`src/rtl/adc_rd_pkg.sv`:
```
package adc_rd_pkg;

  typedef enum logic [1:0] {
    ST_IDLE  = 2'd0,
    ST_SETUP = 2'd1,
    ST_SHIFT = 2'd2,
    ST_QUIET = 2'd3
  } rd_state_e;

  // System clocks per serial clock half period, rounded up so the rate stays below the limit.
  function automatic int half_div(longint sys_hz, longint sclk_max_hz);
    longint d;
    d = (sys_hz + 2 * sclk_max_hz - 1) / (2 * sclk_max_hz);
    return (d < 1) ? 1 : int'(d);
  endfunction

  // Nanosecond interval expressed in system clocks, rounded up, at least one.
  function automatic int ns_cycles(longint ns, longint sys_hz);
    longint c;
    c = (ns * sys_hz + 64'd999_999_999) / 64'd1_000_000_000;
    return (c < 1) ? 1 : int'(c);
  endfunction

endpackage

```
`src/rtl/adc_rd_tick.sv`:
```
module adc_rd_tick #(
  parameter int DIV = 3
) (
  input  logic clk,
  input  logic rst_n,
  input  logic run,
  output logic tick
);
  localparam int CW = (DIV > 1) ? $clog2(DIV) : 1;
  localparam logic [CW-1:0] LOAD = CW'(DIV - 1);

  logic [CW-1:0] cnt_q;

  assign tick = run && (cnt_q == '0);

  always_ff @(posedge clk or negedge rst_n) begin
    if (!rst_n) begin
      cnt_q <= LOAD;
    end else if (!run || tick) begin
      cnt_q <= LOAD;
    end else begin
      cnt_q <= cnt_q - 1'b1;
    end
  end
endmodule

```
`src/rtl/adc_rd_shreg.sv`:
```
module adc_rd_shreg #(
  parameter int BITS = 16,
  parameter int DW   = 12
) (
  input  logic          clk,
  input  logic          rst_n,
  input  logic          shift,
  input  logic          din,
  input  logic          done,
  output logic [DW-1:0] result,
  output logic          err,
  output logic          valid
);
  logic [BITS-1:0] sh_q;

  always_ff @(posedge clk or negedge rst_n) begin
    if (!rst_n) begin
      sh_q   <= '0;
      result <= '0;
      err    <= 1'b0;
      valid  <= 1'b0;
    end else begin
      if (shift) sh_q <= {sh_q[BITS-2:0], din};
      valid <= done;
      if (done) begin
        result <= sh_q[DW-1:0];
        err    <= |sh_q[BITS-1:DW];
      end
    end
  end
endmodule

```
`src/rtl/adc_rd_seq.sv`:
```
module adc_rd_seq
  import adc_rd_pkg::*;
#(
  parameter int BITS      = 16,
  parameter int SETUP_CYC = 1,
  parameter int QUIET_CYC = 5,
  parameter int GAP_W     = 16
) (
  input  logic             clk,
  input  logic             rst_n,
  input  logic             start_i,
  input  logic             auto_en_i,
  input  logic [GAP_W-1:0] auto_gap_i,
  input  logic             tick,
  output logic             run,
  output logic             cs_n,
  output logic             sclk,
  output logic             fall_ev,
  output logic             done_ev
);
  localparam int WMAX  = (SETUP_CYC > QUIET_CYC) ? SETUP_CYC : QUIET_CYC;
  localparam int WW    = $clog2(WMAX + 1);
  localparam int BW    = $clog2(BITS + 1);

  rd_state_e        st_q;
  logic [WW-1:0]    wait_q;
  logic [BW-1:0]    bit_q;
  logic [GAP_W-1:0] gap_q;
  logic             go, rise_ev;

  assign run     = (st_q == ST_SHIFT);
  assign fall_ev = run && tick && sclk;
  assign rise_ev = run && tick && !sclk;
  assign done_ev = rise_ev && (bit_q == BW'(BITS));
  assign go      = (st_q == ST_IDLE) && (start_i || (auto_en_i && gap_q >= auto_gap_i));

  always_ff @(posedge clk or negedge rst_n) begin
    if (!rst_n) begin
      st_q   <= ST_IDLE;
      wait_q <= '0;
      bit_q  <= '0;
      gap_q  <= '0;
      cs_n   <= 1'b1;
      sclk   <= 1'b1;
    end else begin
      unique case (st_q)
        ST_IDLE: begin
          if (gap_q != '1) gap_q <= gap_q + 1'b1;
          if (go) begin
            cs_n   <= 1'b0;
            st_q   <= ST_SETUP;
            wait_q <= WW'(SETUP_CYC - 1);
          end
        end
        ST_SETUP: begin
          if (wait_q == '0) begin
            st_q  <= ST_SHIFT;
            bit_q <= '0;
          end else begin
            wait_q <= wait_q - 1'b1;
          end
        end
        ST_SHIFT: begin
          if (tick) sclk <= !sclk;
          if (fall_ev) bit_q <= bit_q + 1'b1;
          if (done_ev) begin
            cs_n   <= 1'b1;
            st_q   <= ST_QUIET;
            wait_q <= WW'(QUIET_CYC - 1);
          end
        end
        ST_QUIET: begin
          if (wait_q == '0) begin
            st_q  <= ST_IDLE;
            gap_q <= '0;
          end else begin
            wait_q <= wait_q - 1'b1;
          end
        end
        default: st_q <= ST_IDLE;
      endcase
    end
  end
endmodule

```
`src/rtl/adc_rd_ctrl.sv`:
```
module adc_rd_ctrl
  import adc_rd_pkg::*;
#(
  parameter longint SYS_HZ      = 100_000_000,
  parameter longint SCLK_MAX_HZ = 18_000_000,
  parameter longint QUIET_NS    = 50,
  parameter longint SETUP_NS    = 10,
  parameter int     DATA_W      = 12,
  parameter int     LEAD_W      = 4,
  parameter int     GAP_W       = 16
) (
  input  logic              clk,
  input  logic              rst_n,
  input  logic              start_i,
  input  logic              auto_en_i,
  input  logic [GAP_W-1:0]  auto_gap_i,
  input  logic              sdata_i,
  output logic              cs_n_o,
  output logic              sclk_o,
  output logic [DATA_W-1:0] result_o,
  output logic              frame_err_o,
  output logic              valid_o
);
  localparam int FRAME_BITS = DATA_W + LEAD_W;
  localparam int DIV        = half_div(SYS_HZ, SCLK_MAX_HZ);
  localparam int QUIET_CYC  = ns_cycles(QUIET_NS, SYS_HZ);
  localparam int SETUP_CYC  = ns_cycles(SETUP_NS, SYS_HZ);

  // Named internal events, observed by the bound checker.
  logic run_w, tick_w, sclk_fall_w, frame_done_w;

  adc_rd_tick #(.DIV(DIV)) tick_i (
    .clk (clk),
    .rst_n (rst_n),
    .run (run_w),
    .tick (tick_w)
  );

  adc_rd_seq #(
    .BITS (FRAME_BITS),
    .SETUP_CYC (SETUP_CYC),
    .QUIET_CYC (QUIET_CYC),
    .GAP_W (GAP_W)
  ) seq_i (
    .clk (clk),
    .rst_n (rst_n),
    .start_i (start_i),
    .auto_en_i (auto_en_i),
    .auto_gap_i (auto_gap_i),
    .tick (tick_w),
    .run (run_w),
    .cs_n (cs_n_o),
    .sclk (sclk_o),
    .fall_ev (sclk_fall_w),
    .done_ev (frame_done_w)
  );

  adc_rd_shreg #(.BITS(FRAME_BITS), .DW(DATA_W)) shreg_i (
    .clk (clk),
    .rst_n (rst_n),
    .shift (sclk_fall_w),
    .din (sdata_i),
    .done (frame_done_w),
    .result (result_o),
    .err (frame_err_o),
    .valid (valid_o)
  );
endmodule

```
`config.mk`:
```
export PLATFORM = sky130hd
export DESIGN_NAME = adc_rd_ctrl
export DESIGN_NICKNAME = d
export VERILOG_FILES = /design/src/rtl/adc_rd_pkg.sv /design/src/rtl/adc_rd_tick.sv /design/src/rtl/adc_rd_shreg.sv /design/src/rtl/adc_rd_seq.sv /design/src/rtl/adc_rd_ctrl.sv
export SDC_FILE = /design/constraint.sdc
export NUM_CORES = 1
export LEC_CHECK = 0
export ABC_AREA = 1
export BUFFER_PORTS_ARGS = -buffer_cell sky130_fd_sc_hd__buf_2
export CORE_MARGIN = 3
export CORE_UTILIZATION = 30
export CTS_CLUSTER_SIZE = 16
export DETAILED_ROUTE_END_ITERATION = 8
export HOLD_SLACK_MARGIN = 0.1
export PLACE_DENSITY = 0.52
export SLEW_MARGIN = 20
export SYNTH_ARGS = -nofsm -noshare
export SYNTH_HDL_FRONTEND = slang
export SYNTH_SLANG_ARGS = --single-unit
```
`constraint.sdc`:
```
create_clock -name clk -period 3.52 [get_ports clk]
set_input_delay 0.88 -clock clk [delete_from_list [all_inputs] [get_ports clk]]
set_output_delay 0.88 -clock clk [all_outputs]
set_load 0.05 [all_outputs]
```
### Word level (Yosys, flattened, before mapping)

Cells that the tools add are included.

| cells by class | value |
|---|---|
| add/subtract/negate cells | 4 |
| magnitude comparators | 1 |
| eq/ne operators | 12 |
| multiplexer cells | 19 |
| reduce and logical (&&, ||, !) cells | 25 |

Operators with widths:

| cell | number |
|---|---|
| two-way mux 16 bit | 2 |
| one-hot mux 16 bit (2 select lines) | 1 |
| adder 16 x 1 -> 16 bit (second input constant) | 1 |
| greater-or-equal comparator 16 bit | 1 |
| != test 16 bit (second input constant) | 1 |
| AND reduction 3 bit | 4 |
| two-way mux 2 bit | 5 |
| two-way mux 5 bit | 2 |
| one-hot mux 5 bit (2 select lines) | 1 |
| two-way mux 3 bit | 3 |
| one-hot mux 3 bit (3 select lines) | 1 |
| != test 2 x 1 -> 1 bit (second input constant) | 4 |
| one-hot mux 2 bit (4 select lines) | 1 |
| logical AND 1 bit | 7 |
| != test 2 bit (second input constant) | 3 |
| nonzero test 2 bit | 3 |
| adder 5 x 1 -> 5 bit (second input constant) | 1 |
| == test 5 bit (second input constant) | 1 |
| == test 2 bit (second input constant) | 2 |
| logical NOT 2 bit | 2 |
| AND reduction 4 bit | 1 |
| OR reduction 4 bit | 1 |
| logical NOT 3 bit | 1 |
| subtractor 3 x 1 -> 3 bit (second input constant) | 1 |
| other kinds (8) | 11 |

| storage, ports and cells | value |
|---|---|
| register bits | 60 |

### Depth between registers and ports, before layout

| logic depth | value |
|---|---|
| depth in word-level cells | 7 |
| mapped depth | 16 |

### Hierarchy

From an unflattened synthesis, not the netlist that was laid out.

| second synthesis, totals | value |
|---|---|
| cell total of the unflattened synthesis | 414 |
| area total of the unflattened synthesis | 3360.7 µm² |

Modules (own cells, without submodules):

| module | times used | cells each | area an instance (µm²) |
|---|---|---|---|
| adc_rd_seq | 1 | 291 | 2127.0 |
| adc_rd_shreg | 1 | 112 | 1136.1 |
| adc_rd_tick | 1 | 11 | 97.6 |

### Worst setup path before layout

Ideal clock, no wire load.

| path | value |
|---|---|
| kind | input to register |
| start | input auto_gap_i[11] |
| end | register seq_i.wait_q[2] |
| setup time | 127 ps |
| arrival time | 2052 ps |
| required time | 3393 ps |
| slack | 1341 ps |
| cell stages on the path | 13 |
| path through | inv_1 -> ha_1 -> nand2_1 -> inv_1 -> nand3_1 -> nor3_1 -> nand2_1 -> nand3_1 -> nand2_1 -> nand2_1 -> nand2_1 -> nand2_1 -> o21ai_0 |

| on the way | value |
|---|---|
| word-level cells in the longest chain between the ends | 6 |

RTL lines:

| element | line | text |
|---|---|---|
| start, declared | adc_rd_ctrl.sv:16 | `input logic [GAP_W-1:0] auto_gap_i,` |
| greater-or-equal comparator 16 bit | adc_rd_seq.sv:35 | `assign go = (st_q == ST_IDLE) && (start_i \|\| (auto_en_i && gap_q >= auto_gap_i));` |
| logical AND 1 bit | adc_rd_seq.sv:35 |  |
| logical OR 1 bit | adc_rd_seq.sv:35 |  |
| logical AND 1 bit | adc_rd_seq.sv:35 |  |
| != test 2 x 1 -> 1 bit (no source line) | n/a |  |
| AND reduction 3 bit (no source line) | n/a |  |
| end signal, assigned | adc_rd_seq.sv:52 | `wait_q <= WW'(SETUP_CYC - 1);` |
| end signal, assigned | adc_rd_seq.sv:60 | `wait_q <= wait_q - 1'b1;` |
| end signal, assigned | adc_rd_seq.sv:69 | `wait_q <= WW'(QUIET_CYC - 1);` |
| end, declared | adc_rd_seq.sv:26 | `logic [WW-1:0] wait_q;` |

Every way passes these cells.
A chain may end at the register's enable or synchronous reset.

### Worst setup path after layout

| path | value |
|---|---|
| start | register seq_i.st_q[0] |
| end | register seq_i.bit_q[4] |

| on the way | value |
|---|---|
| word-level cells in the longest chain between the ends | 6 |
| elaborated cells between the ends (all ways) | 10 |
| classes of those cells | 4 x eq/ne; 1 x mux; 5 x reduce/logical |

RTL lines:

| element | line | text |
|---|---|---|
| start, declared | adc_rd_seq.sv:25 | `rd_state_e st_q;` |
| start signal, assigned | adc_rd_seq.sv:39 | `st_q <= ST_IDLE;` |
| start signal, assigned | adc_rd_seq.sv:51 | `st_q <= ST_SETUP;` |
| start signal, assigned | adc_rd_seq.sv:57 | `st_q <= ST_SHIFT;` |
| == test 2 bit (*) | adc_rd_seq.sv:31 | `assign run = (st_q == ST_SHIFT);` |
| net run_w | adc_rd_ctrl.sv:30 | `logic run_w, tick_w, sclk_fall_w, frame_done_w;` |
| logical AND 1 bit | adc_rd_tick.sv:14 | `assign tick = run && (cnt_q == '0);` |
| logical AND 1 bit (2 in series) | adc_rd_seq.sv:32 | `assign fall_ev = run && tick && sclk;` |
| != test 2 bit (no source line) | n/a |  |
| AND reduction 3 bit (no source line) | n/a |  |
| end signal, assigned | adc_rd_seq.sv:65 | `if (fall_ev) bit_q <= bit_q + 1'b1;` |
| end, declared | adc_rd_seq.sv:27 | `logic [BW-1:0] bit_q;` |

Mark *: on every way through the listed nets, which the timed path passes. The rest lies on a longest branch.

==> metrics.yaml <==
drt-total-wl_um: 6806
period_share: 0.6623
crit_arrival_ns: 2.55
synth.largest_area_cell: "dfrtp_1"
syn_to_final_growth_pct: 16.10
die_y_um: 111.9
clock_latency_ns: 0.33
fmax_ghz: 0.4289
initial_core_util: 0.3091
die_width_um: 111.9
fin_total_pwr_w: 0.002324
fin_area_um2: 3908
num-fill-cells: 1158
yosys.area.top_type_share: 0.4238
grt_pass1_wl_um: 12230
insertedDiodeCount: 0
slew_violations: 0
drive_gt1_frac: 0.1532
path_clk_slew_ns: 0.07
start_kind: "flop"
relSlewSlack: 0.7098
max_stage_delay_ns: 0.46
hold_viol: 0
htreeDepth: 3
worstMarginPinSlew_ns: 0.4354
ys_seq_area_frac: 0.4472
syn_avg_cell_area_um2: 8.189
ctsHoldBuffers: 0
synth_seq_cells: 60
syn_nets: 459
cts_buffers: 9
drtIter0Drc: 105
crit_family: "simple AND/OR/NAND/NOR gates"
leakagePower_nw: 1.963
core-area_um2: 10890
grt.overflow.total: 0
ios: 37
synth_edf_count: 0
async_flop_share: 1.000
power_density_nw_per_um2: 594.8
cts_setup_buffers: 0
routabilityCongestion: 0.7605
fin_worst_skew_ns: 0.01197
setup_violations: 0
grt_pass1_vias: 2710
seq_area_um2: 1505
antenna_found_initial: 0
synth_area_leaders: "dfrtp_1 42%, nand2_1 11%, ha_1 10%"
cp_max_fo: 33
num-nets-final: 500
ir_drop_uv: 264.0
via_per_inst: 4.491
yosysUniqueCellTypes: 37
numPortBuffers: 36
cp-end-kind: "flop"
path_class: "flop to flop"
drv_cap: 0
wl_per_cell_um: 11.40
synth_cells: 411
synthFlopType: "dfrtp_1"
finalSetupTns_ns: 0
hp-class: "flop to flop"
postPlaceCellArea_um2: 3695
cts_tree: "built"
vias: 2681
rsz0062_at_grt: "false"
drc: 0
grt_max_degree: 34
dp_hpwl_um: 5043
track_usage: 0.1187
crit_required_ns: 3.74
critPathSlowestCell: "dfrtp_1"
ctsResizeCount: 0
crit_chain: "inv_1, ha_1, nand3_1, buf_4, o21ai_0, nand2_1, nor3_1, nand2_1, o22ai_1, a21oi_1"
final_antenna_net_count: 0
path_common_cell: "nand2_1"
drtPass1Iterations: 4
cts_root_buf: "clkbuf_8"
row_count: 38
clock_sinks: 60
yosys-top-cells-count: "100 x nand2_1, 64 x inv_1, 57 x dfrtp_1"
cp_num_buf_inv: 2
syn_area_um2: 3366
clk_path_buf_depth: 2
die_area_um2: 12530
holdWs_ns: 0.4484
synth_warnings: 0
status: "completed"
min_period_ns: 2.331
synth.most_common_cell: "nand2_1"
multi_input_area_um2: 1550
[registers in the layout, indices dropped and copies added (netlist names)]
register / cells
seq_i.bit_q: 5
seq_i.cs_n: 1
seq_i.gap_q: 16
seq_i.sclk: 1
seq_i.st_q: 2
seq_i.wait_q: 3
shreg_i.err: 1
shreg_i.result: 12
shreg_i.sh_q: 16
shreg_i.valid: 1
tick_i.cnt_q: 2
[power by group]
part           internal [W]  total [W]  switching [W]  leakage [nW]
combinational      0.000248   0.000788       0.000540          1.04
clock              0.000385   0.000649       0.000264         0.110
sequential         0.000800   0.000886      0.0000867         0.810
total               0.00143    0.00232       0.000890          1.96
[area by class of cell]
class                           count  share of cell area
Clock inverter                      3             0.01121
Clock buffer                       13             0.04323
Tap cell                          140             0.04483
Multi-Input combinational cell    274              0.3967
Sequential cell                    60              0.3852
Timing Repair Buffer               40             0.05379
Inverter                           67             0.06500
[metrics by stage]
| stage | std cells | setup slack, ns | utilization |
|---|---|---|---|
| finish | 597 | 1.189 | 0.3589 |
| floorplan | 411 | 1.341 | - |
| global placement | 581 | 1.027 | 0.3393 |
| global route | 597 | 0.9471 | 0.3589 |
| CTS | 597 | 1.190 | 0.3589 |
| detailed placement | 581 | 0.9647 | 0.3393 |
[worst register-to-register path, cell delays in order (launching register included)]
cell and delay (ns):
dfrtp_1 0.46, inv_1 0.14, ha_1 0.41, nand3_1 0.15
buf_4 0.26, o21ai_0 0.10, nand2_1 0.17, nor3_1 0.26
nand2_1 0.11, o22ai_1 0.12, a21oi_1 0.06
[cells in the final DEF, fill, tap and decap left out, types with 2 or more instances in the layout]
| cell type | n |
|---|---|
| nor4_1 | 2 |
| o31ai_1 | 8 |
| nand3_1 | 20 |
| dfstp_2 | 3 |
| nand2_2 | 2 |
| clkbuf_8 | 12 |
| buf_2 | 36 |
| a21oi_1 | 10 |
| o21ai_1 | 3 |
| nor2_4 | 2 |
| xor2_1 | 8 |
| xnor2_1 | 2 |
| inv_1 | 64 |
| nand4_1 | 4 |
| nor2_1 | 22 |
| dfrtp_1 | 57 |
| nor3_1 | 9 |
| nor3b_1 | 2 |
| a21oi_2 | 2 |
| ha_1 | 27 |
| buf_4 | 4 |
| o21ai_0 | 39 |
| o22ai_1 | 2 |
| nand2_1 | 100 |
[worst paths after layout]
kind                            startpoint  cells past startpoint  slack (ns)              end
min                        tick_i.cnt_q[0]                      1        0.45  tick_i.cnt_q[0]
max reg2reg                  seq_i.st_q[0]                     10        1.19   seq_i.bit_q[4]
min in group asynchronous            rst_n                      2        0.56   seq_i.bit_q[0]
min reg2reg                tick_i.cnt_q[0]                      1        0.45  tick_i.cnt_q[0]
max                          seq_i.st_q[0]                     10        1.19   seq_i.bit_q[4]
max in group asynchronous            rst_n                      2        2.63   seq_i.gap_q[0]
[metal layers]
metal	global-route usage	share of wire	up-vias
met1	0.1593	0.48	1217
met4	0.04380	0.013	0
met3	0.02935	0.056	6
li1	-	-	1402
met2	0.1859	0.45	56
met5	0	0	-
[logic make-up (layout without fill, tap and decap cells)]
kind of cell	count (synthesis)	in the layout	share of synthesized area
AO/OA/AOI/OAI	68	68	0.1130
XOR/XNOR	10	10	0.02602
adder cells (fa/ha/maj)	27	27	0.1004
buffers and inverters	77	123	0.09219
flip-flops	60	60	0.4472
AND/OR/NAND/NOR	169	169	0.2212
(Power assumes the default switching activity.)
